`src/rtl/ftc_pkg.sv`:
```
package ftc_pkg;

  typedef struct packed {
    logic txPush;
    logic txPop;
    logic txClear;
    logic rxPush;
    logic rxPop;
    logic rxClear;
  } fifoStrobes_t;

  localparam logic [1:0] ADDR_CTRL  = 2'd0;
  localparam logic [1:0] ADDR_ENH   = 2'd1;
  localparam logic [1:0] ADDR_TABLE = 2'd2;

  localparam logic [1:0] TABLE_B_CODE = 2'b01;

endpackage

```
`src/rtl/ftc_fifo.sv`:
```
module ftc_fifo #(
  parameter int DATA_W = 8,
  parameter int DEPTH  = 64,
  localparam int AW    = (DEPTH > 1) ? $clog2(DEPTH) : 1,
  localparam int CNT_W = $clog2(DEPTH + 1)
) (
  input  logic              clk,
  input  logic              rstN,
  input  logic              push,
  input  logic              pop,
  input  logic              clear,
  input  logic [DATA_W-1:0] wrData,
  output logic [DATA_W-1:0] rdData,
  output logic [CNT_W-1:0]  count
);

  logic [DATA_W-1:0] mem [DEPTH];
  logic [AW-1:0] wrPtr, rdPtr;

  function automatic logic [AW-1:0] nextPtr(input logic [AW-1:0] p);
    if (p == AW'(DEPTH - 1)) return '0;
    return p + 1'b1;
  endfunction

  always_ff @(posedge clk) begin
    if (push) mem[wrPtr] <= wrData;
  end

  always_ff @(posedge clk or negedge rstN) begin
    if (!rstN) begin
      wrPtr <= '0;
      rdPtr <= '0;
      count <= '0;
    end else if (clear) begin
      wrPtr <= '0;
      rdPtr <= '0;
      count <= '0;
    end else begin
      if (push) wrPtr <= nextPtr(wrPtr);
      if (pop)  rdPtr <= nextPtr(rdPtr);
      case ({push, pop})
        2'b10:   count <= count + 1'b1;
        2'b01:   count <= count - 1'b1;
        default: count <= count;
      endcase
    end
  end

  assign rdData = mem[rdPtr];

  AST_NO_OVERFLOW: assert property (@(posedge clk) disable iff (!rstN)
    (push && !pop) |-> (count != CNT_W'(DEPTH))) else $error("push into full queue");
  AST_NO_UNDERFLOW: assert property (@(posedge clk) disable iff (!rstN)
    pop |-> (count != '0)) else $error("pop from empty queue");
  AST_CLEAR_EMPTIES: assert property (@(posedge clk) disable iff (!rstN)
    clear |=> (count == '0)) else $error("flush left entries");
  AST_COUNT_BOUND: assert property (@(posedge clk) disable iff (!rstN)
    count <= CNT_W'(DEPTH)) else $error("count beyond depth");

endmodule

```
`src/rtl/ftc_datapath.sv`:
```
module ftc_datapath
  import ftc_pkg::*;
#(
  parameter int DATA_W = 8,
  parameter int DEPTH  = 64,
  localparam int CNT_W = $clog2(DEPTH + 1)
) (
  input  logic              clk,
  input  logic              rstN,
  input  fifoStrobes_t      strobes,
  input  logic [DATA_W-1:0] txWrData,
  input  logic [DATA_W-1:0] rxPushData,
  output logic [DATA_W-1:0] txHead,
  output logic [DATA_W-1:0] rxHead,
  output logic [CNT_W-1:0]  txCount,
  output logic [CNT_W-1:0]  rxCount
);

  ftc_fifo #(.DATA_W(DATA_W), .DEPTH(DEPTH)) uTxFifo (
    .clk    (clk),
    .rstN   (rstN),
    .push   (strobes.txPush),
    .pop    (strobes.txPop),
    .clear  (strobes.txClear),
    .wrData (txWrData),
    .rdData (txHead),
    .count  (txCount)
  );

  ftc_fifo #(.DATA_W(DATA_W), .DEPTH(DEPTH)) uRxFifo (
    .clk    (clk),
    .rstN   (rstN),
    .push   (strobes.rxPush),
    .pop    (strobes.rxPop),
    .clear  (strobes.rxClear),
    .wrData (rxPushData),
    .rdData (rxHead),
    .count  (rxCount)
  );

endmodule

```
`src/rtl/ftc_control.sv`:
```
module ftc_control
  import ftc_pkg::*;
#(
  parameter int DEPTH  = 64,
  localparam int CNT_W = $clog2(DEPTH + 1)
) (
  input  logic             clk,
  input  logic             rstN,
  input  logic             regWr,
  input  logic [1:0]       regAddr,
  input  logic [7:0]       regWrData,
  output logic [7:0]       regRdData,
  input  logic             txWr,
  input  logic             txPopReq,
  input  logic             rxPushReq,
  input  logic             rxRdReq,
  input  logic [CNT_W-1:0] txCount,
  input  logic [CNT_W-1:0] rxCount,
  output fifoStrobes_t     strobes,
  output logic             txIrq,
  output logic             rxIrq
);

  logic       fifoEnable, dmaMode, enhEnable;
  logic [1:0] txCode, rxCode, tableSel;
  logic       ctrlWr, useTableB;
  logic [CNT_W-1:0] txLevel, rxLevel, txNext;
  logic       txFull, txEmpty, rxFull, rxEmpty;
  logic       filledAbove;

  assign ctrlWr  = regWr && (regAddr == ADDR_CTRL);
  assign txFull  = (txCount == CNT_W'(DEPTH));
  assign rxFull  = (rxCount == CNT_W'(DEPTH));
  assign txEmpty = (txCount == '0);
  assign rxEmpty = (rxCount == '0);

  // strobes to the datapath; a flush overrides traffic in the same cycle
  always_comb begin
    strobes.txClear = ctrlWr && regWrData[0] && regWrData[2];
    strobes.rxClear = ctrlWr && regWrData[0] && regWrData[1];
    strobes.txPush  = txWr && !txFull && !strobes.txClear;
    strobes.txPop   = txPopReq && !txEmpty && !strobes.txClear;
    strobes.rxPush  = rxPushReq && !rxFull && !strobes.rxClear;
    strobes.rxPop   = rxRdReq && !rxEmpty && !strobes.rxClear;
  end

  // register file
  always_ff @(posedge clk or negedge rstN) begin
    if (!rstN) begin
      fifoEnable <= 1'b0;
      dmaMode    <= 1'b0;
      txCode     <= 2'b00;
      rxCode     <= 2'b00;
      enhEnable  <= 1'b0;
      tableSel   <= 2'b00;
    end else if (regWr) begin
      case (regAddr)
        ADDR_CTRL: begin
          fifoEnable <= regWrData[0];
          dmaMode    <= regWrData[3];
          rxCode     <= regWrData[7:6];
          if (enhEnable) txCode <= regWrData[5:4];
        end
        ADDR_ENH:   enhEnable <= regWrData[4];
        ADDR_TABLE: tableSel  <= regWrData[5:4];
        default: ;
      endcase
    end
  end

  always_comb begin
    case (regAddr)
      ADDR_CTRL:  regRdData = {rxCode, txCode, dmaMode, 2'b00, fifoEnable};
      ADDR_ENH:   regRdData = {3'b000, enhEnable, 4'b0000};
      ADDR_TABLE: regRdData = {2'b00, tableSel, 4'b0000};
      default:    regRdData = 8'h00;
    endcase
  end

  // trigger table decode
  assign useTableB = (tableSel == TABLE_B_CODE);

  always_comb begin
    if (useTableB) begin
      case (rxCode)
        2'd0: rxLevel = CNT_W'(8);
        2'd1: rxLevel = CNT_W'(16);
        2'd2: rxLevel = CNT_W'(24);
        default: rxLevel = CNT_W'(28);
      endcase
      case (txCode)
        2'd0: txLevel = CNT_W'(16);
        2'd1: txLevel = CNT_W'(8);
        2'd2: txLevel = CNT_W'(24);
        default: txLevel = CNT_W'(30);
      endcase
    end else begin
      case (rxCode)
        2'd0: rxLevel = CNT_W'(1);
        2'd1: rxLevel = CNT_W'(4);
        2'd2: rxLevel = CNT_W'(8);
        default: rxLevel = CNT_W'(14);
      endcase
      txLevel = CNT_W'(1);
    end
  end

  assign rxIrq = (rxCount >= rxLevel);

  // transmit interrupt with reload hysteresis
  always_comb begin
    txNext = txCount;
    if (strobes.txPush && !strobes.txPop) txNext = txCount + 1'b1;
    if (strobes.txPop && !strobes.txPush) txNext = txCount - 1'b1;
  end

  always_ff @(posedge clk or negedge rstN) begin
    if (!rstN) begin
      txIrq       <= 1'b0;
      filledAbove <= 1'b0;
    end else if (strobes.txClear) begin
      txIrq       <= 1'b0;
      filledAbove <= 1'b0;
    end else if (txWr) begin
      txIrq <= 1'b0;
      if (strobes.txPush && (txNext > txLevel)) filledAbove <= 1'b1;
    end else if (strobes.txPop) begin
      if ((txNext == '0) || (filledAbove && (txNext < txLevel))) begin
        txIrq       <= 1'b1;
        filledAbove <= 1'b0;
      end
    end
  end

  AST_TX_IRQ_CLEARS: assert property (@(posedge clk) disable iff (!rstN)
    txWr |=> !txIrq) else $error("txIrq survived a CPU write");
  AST_TX_IRQ_BELOW: assert property (@(posedge clk) disable iff (!rstN)
    $rose(txIrq) |-> (txCount < txLevel)) else $error("txIrq rose at or above level");
  AST_TXCODE_LOCK: assert property (@(posedge clk) disable iff (!rstN)
    (ctrlWr && !enhEnable) |=> (txCode == $past(txCode))) else $error("txCode changed while locked");
  AST_DMA_STORE: assert property (@(posedge clk) disable iff (!rstN)
    ctrlWr |=> (dmaMode == $past(regWrData[3]))) else $error("dma bit not stored");

endmodule

```
`src/rtl/fifo_trig_ctrl.sv`:
```
module fifo_trig_ctrl
  import ftc_pkg::*;
#(
  parameter int DATA_W = 8,
  parameter int DEPTH  = 64,
  localparam int CNT_W = $clog2(DEPTH + 1)
) (
  input  logic              clk,
  input  logic              rstN,
  input  logic              regWr,
  input  logic [1:0]        regAddr,
  input  logic [7:0]        regWrData,
  output logic [7:0]        regRdData,
  input  logic              txWr,
  input  logic [DATA_W-1:0] txWrData,
  input  logic              txPop,
  output logic [DATA_W-1:0] txPopData,
  output logic [CNT_W-1:0]  txCount,
  input  logic              rxPush,
  input  logic [DATA_W-1:0] rxPushData,
  input  logic              rxRd,
  output logic [DATA_W-1:0] rxRdData,
  output logic [CNT_W-1:0]  rxCount,
  output logic              txIrq,
  output logic              rxIrq
);

  fifoStrobes_t strobes;

  ftc_control #(.DEPTH(DEPTH)) uControl (
    .clk       (clk),
    .rstN      (rstN),
    .regWr     (regWr),
    .regAddr   (regAddr),
    .regWrData (regWrData),
    .regRdData (regRdData),
    .txWr      (txWr),
    .txPopReq  (txPop),
    .rxPushReq (rxPush),
    .rxRdReq   (rxRd),
    .txCount   (txCount),
    .rxCount   (rxCount),
    .strobes   (strobes),
    .txIrq     (txIrq),
    .rxIrq     (rxIrq)
  );

  ftc_datapath #(.DATA_W(DATA_W), .DEPTH(DEPTH)) uDatapath (
    .clk        (clk),
    .rstN       (rstN),
    .strobes    (strobes),
    .txWrData   (txWrData),
    .rxPushData (rxPushData),
    .txHead     (txPopData),
    .rxHead     (rxRdData),
    .txCount    (txCount),
    .rxCount    (rxCount)
  );

endmodule

```
`config.mk`:
```
export PLATFORM = sky130hd
export DESIGN_NAME = fifo_trig_ctrl
export DESIGN_NICKNAME = d
export VERILOG_FILES = /design/src/rtl/ftc_pkg.sv /design/src/rtl/ftc_fifo.sv /design/src/rtl/ftc_datapath.sv /design/src/rtl/ftc_control.sv /design/src/rtl/fifo_trig_ctrl.sv
export SDC_FILE = /design/constraint.sdc
export NUM_CORES = 1
export LEC_CHECK = 0
export BUFFER_PORTS_ARGS = -buffer_cell sky130_fd_sc_hd__buf_2
export CAP_MARGIN = 20
export CORE_AREA = 2 2 420 422
export CTS_BUF_LIST = sky130_fd_sc_hd__clkbuf_4 sky130_fd_sc_hd__clkbuf_8
export CTS_CLUSTER_SIZE = 25
export DETAILED_ROUTE_END_ITERATION = 10
export DIE_AREA = 0 0 422 424
export PLACE_DENSITY = 0.38
export SETUP_SLACK_MARGIN = 0.02
export SLEW_MARGIN = 5
export SYNTH_ARGS = -nofsm -noshare
export SYNTH_HDL_FRONTEND = slang
export SYNTH_HIERARCHICAL = 1
export SYNTH_SLANG_ARGS = --single-unit
```
`constraint.sdc`:
```
create_clock -name clk -period 4.04 [get_ports clk]
set_input_delay 0.202 -clock clk [delete_from_list [all_inputs] [get_ports clk]]
set_output_delay 0.202 -clock clk [all_outputs]
set_load 0.02 [all_outputs]
```
==> flow_summary.yaml <==
routing:
  drt-vias-per-instance: 4.49
  ant_nets: 0
  wl_per_cell_um: 23.4
  vias: 23100
  drt-pass1-iter-count: 5
  drt_iter0_markers: 1484
  routed_wl_um: 121000
  drc: 0
placed_design:
  place.gp.congestion: 0.808
  port_buffers: 70
  hpwl_um: 76700
timing:
  rsz0062_at_grt: "no"
  slew-limit-headroom_pct: 27.7
  period_minus_slack_ps: 3890
  clock.fmax_ghz: 0.257
  hold_viol_final: 0
  finalSetupTns_ps: 0
  setup_violations: 0
  slew_violations: 0
  skew_ps: 51.9
  timing.final.crit_share_pct: 96.4
  worst_pin_slew_ps: 1080
finish:
  area_delta_synth_final_pct: 19.5
  final_common_cell: "edfxtp_1"
  fillCellCount: 17400
  nets: 2708
  final_layout_size_suffix_gt1_share_pct: 29.6
  layout_common_cells: "1024 x edfxtp_1, 235 x mux4_2, 192 x clkbuf_8"
power:
  power_mw: 32.8
  p_per_area_mw_per_mm2: 631
  ir_drop_mv: 0.365
  p_leak_nw: 16.7
cts:
  numCtsBuffers: 186
  cts_tree: "yes"
  cts_sinks: 1073
  clkTransAtPathRegs_ps: 60
  clk_latency_ps: 910
  cts_buffer_depth: 3
  cts_root_buf: "clkbuf_8"
  htree_levels: 4
synth:
  synthFlopType: "edfxtp_1"
  synth_edf_count: 1024
  avgSynthCellArea_um2: 18.8
  synth_warnings: 6
  ys_seq_area_share_pct: 73.6
  synthArstFlopShare_pct: 4.57
  synthCells: 2307
  ys_types: 68
  netlist_area_mm2: 0.0435
  synth_seq_cells: 1073
global_routing:
  overflow: 0
  grt_pass1_vias: 24600
  antenna_found_initial: 1
  grt_usage_pct: 13.4
  grt_max_degree: 65
  grt_pass1_wl_um: 175000
worst_setup_path:
  reg2reg_slack_ps: 470
  critPathLaunchType: "flip-flop"
  cp_slowest_cell: "dfrtp_4"
  crit_type: "flip-flop to output pin"
  crit_chain: "buf_12 -> and2_1 -> a221oi_2 -> o21ai_0 -> and4_1 -> o21a_1 -> a221oi_4 -> buf_2"
  cp.required_ps: 3840
  critPathMaxStageDelay_ps: 570
  cp-end-kind: "output pin"
  crit_fanout: 12
  cp.arrival_ps: 3690
job:
  maxCapViolCount: 0
floorplanning:
  core_region_area_mm2: 0.175
  die_w_um: 422
  start_util_pct: 24.8
  std_cell_rows: 154
  design.die.area_mm2: 0.179
  io_pins: 73
  dieHeight_um: 424
run_status:
  run_status: "finished clean"
hold_path:
  hp-class: "input port to flip-flop"
==> area by class of cell <==
class,count,area (µm²),share of cell area [%]
sequential,1073,32000,61.6
clock buffer,249,3070,5.91
antenna,4,10.0,0.0193
multi-input combinational,1084,10800,20.8
clock inverter,98,681,1.31
timing repair buffer,293,2390,4.60
tap,2340,2930,5.64
inverter,17,63.8,0.123
==> metrics by stage <==
| step | hold slack [ps] | area (µm²) | utilization (%) | cells | setup WS (ps) |
|---|---|---|---|---|---|
| final | 94.2 | 51900 | 29.7 | 5158 | 145 |
| after floorplan | -93.6 | 43500 | - | 2308 | 488 |
| after global placement | 140 | 47300 | 27.1 | 4745 | 412 |
| after CTS | 3.14 | 51900 | 29.7 | 5151 | 5.50 |
| after global routing | 76.0 | 51900 | 29.7 | 5155 | 20.4 |
| after detailed placement | 148 | 47300 | 27.1 | 4745 | 497 |
==> path summary, 6_finish.rpt <==
check / start / end / cells after the start
max reg2reg: uDatapath/uTxFifo/count[3]$_DFFE_PN0P_ / uControl/filledAbove$_DFFE_PN0P_ / 14
max: uDatapath/uRxFifo/rdPtr[1]$_DFFE_PN0P_ / rxRdData[2] / 8
min: rxPushData[3] / uDatapath/uRxFifo/mem[34][3]$_DFFE_PP_ / 1
min in group asynchronous: rstN / uDatapath/uTxFifo/count[0]$_DFFE_PN0P_ / 4
min reg2reg: uControl/enhEnable$_DFFE_PN0P_ / uControl/enhEnable$_DFFE_PN0P_ / 1
max in group asynchronous: rstN / uControl/txCode[0]$_DFFE_PN0P_ / 4
==> cells by family (layout without fill, tap and decap cells) <==
kind of cell               count (synthesis)  count (layout)  share of synthesized area [%]
and+or+nand+nor                          449             449                           4.87
other                                      1               6                        0.00863
adders and majority gates                 20              20                          0.576
AOI/OAI and AO/OA                        269             269                           4.36
DFF                                     1073            1073                           73.6
muxes                                    319             319                           14.2
xor gates and xnor gates                  25              25                          0.504
buffers and inverters                    151             657                           1.95
==> Yosys cell counts, types with 12 or more instances <==
master / n / area [µm²]
a211oi_1: 17 / 128
a21oi_1: 52 / 260
a221oi_1: 13 / 114
a22oi_1: 52 / 390
and3_1: 12 / 75.1
buf_1: 12 / 45.0
buf_2: 25 / 125
buf_4: 13 / 97.6
buf_6: 18 / 203
clkbuf_1: 61 / 229
dfrtp_1: 49 / 1230
edfxtp_1: 1024 / 30700
ha_1: 20 / 250
inv_1: 16 / 60.1
mux2_2: 16 / 180
mux2i_1: 68 / 681
mux4_2: 235 / 5290
nand2_1: 87 / 327
nand2b_1: 20 / 125
nand3_1: 43 / 215
nand4_1: 12 / 75.1
nor2_1: 179 / 672
nor2b_1: 29 / 181
nor3_1: 20 / 100
o2111ai_1: 12 / 105
o21ai_0: 45 / 225
xnor2_1: 17 / 149
==> worst max-delay path: cells and delay by family, from the launching register on <==
kind	cells	cell delay, ps
AO/OA/AOI/OAI	4	1130
buffers and inverters	2	440
flip-flops	1	570
AND/OR/NAND/NOR	2	630
==> repair_timing <==
item,4_1_cts,5_1_grt
hold endpoints to repair,584,30
hold buffers,49,1
setup buffers,10,0
gates resized for setup,26,0
endpoints found under the setup margin,16,0
==> report_power, final <==
group	internal (mW)	leakage [nW]	switching [mW]
clock	5.38	2.00	4.61
combinational	3.81	4.85	5.69
sequential	12.7	9.81	0.565
==> registers in the layout (all words and copies together), names as in the netlist <==
register and flops:
uControl/tableSel 2, uControl/dmaMode 1, uControl/txIrq 1, uDatapath/uRxFifo/wrPtr 6, uDatapath/uTxFifo/mem 512, uDatapath/uRxFifo/mem 512, uDatapath/uRxFifo/rdPtr 6, uControl/enhEnable 1
uDatapath/uTxFifo/count 7, uControl/fifoEnable 1, uControl/filledAbove 1, uDatapath/uTxFifo/wrPtr 6, uControl/txCode 2, uControl/rxCode 2, uDatapath/uRxFifo/count 7, uDatapath/uTxFifo/rdPtr 6
==> metal layers <==
metal | global-route usage [%] | wire length [µm] | up-vias | part of all wire, %
li1 | - | - | 10100 | -
met1 | 16.8 | 51800 | 12300 | 43
met2 | 23.1 | 61100 | 502 | 51
met3 | 2.35 | 4450 | 178 | 3.7
met4 | 4.88 | 3420 | 0 | 2.8
met5 | 0 | 0 | - | 0
Note: power is estimated with default switching activity, not from simulation.
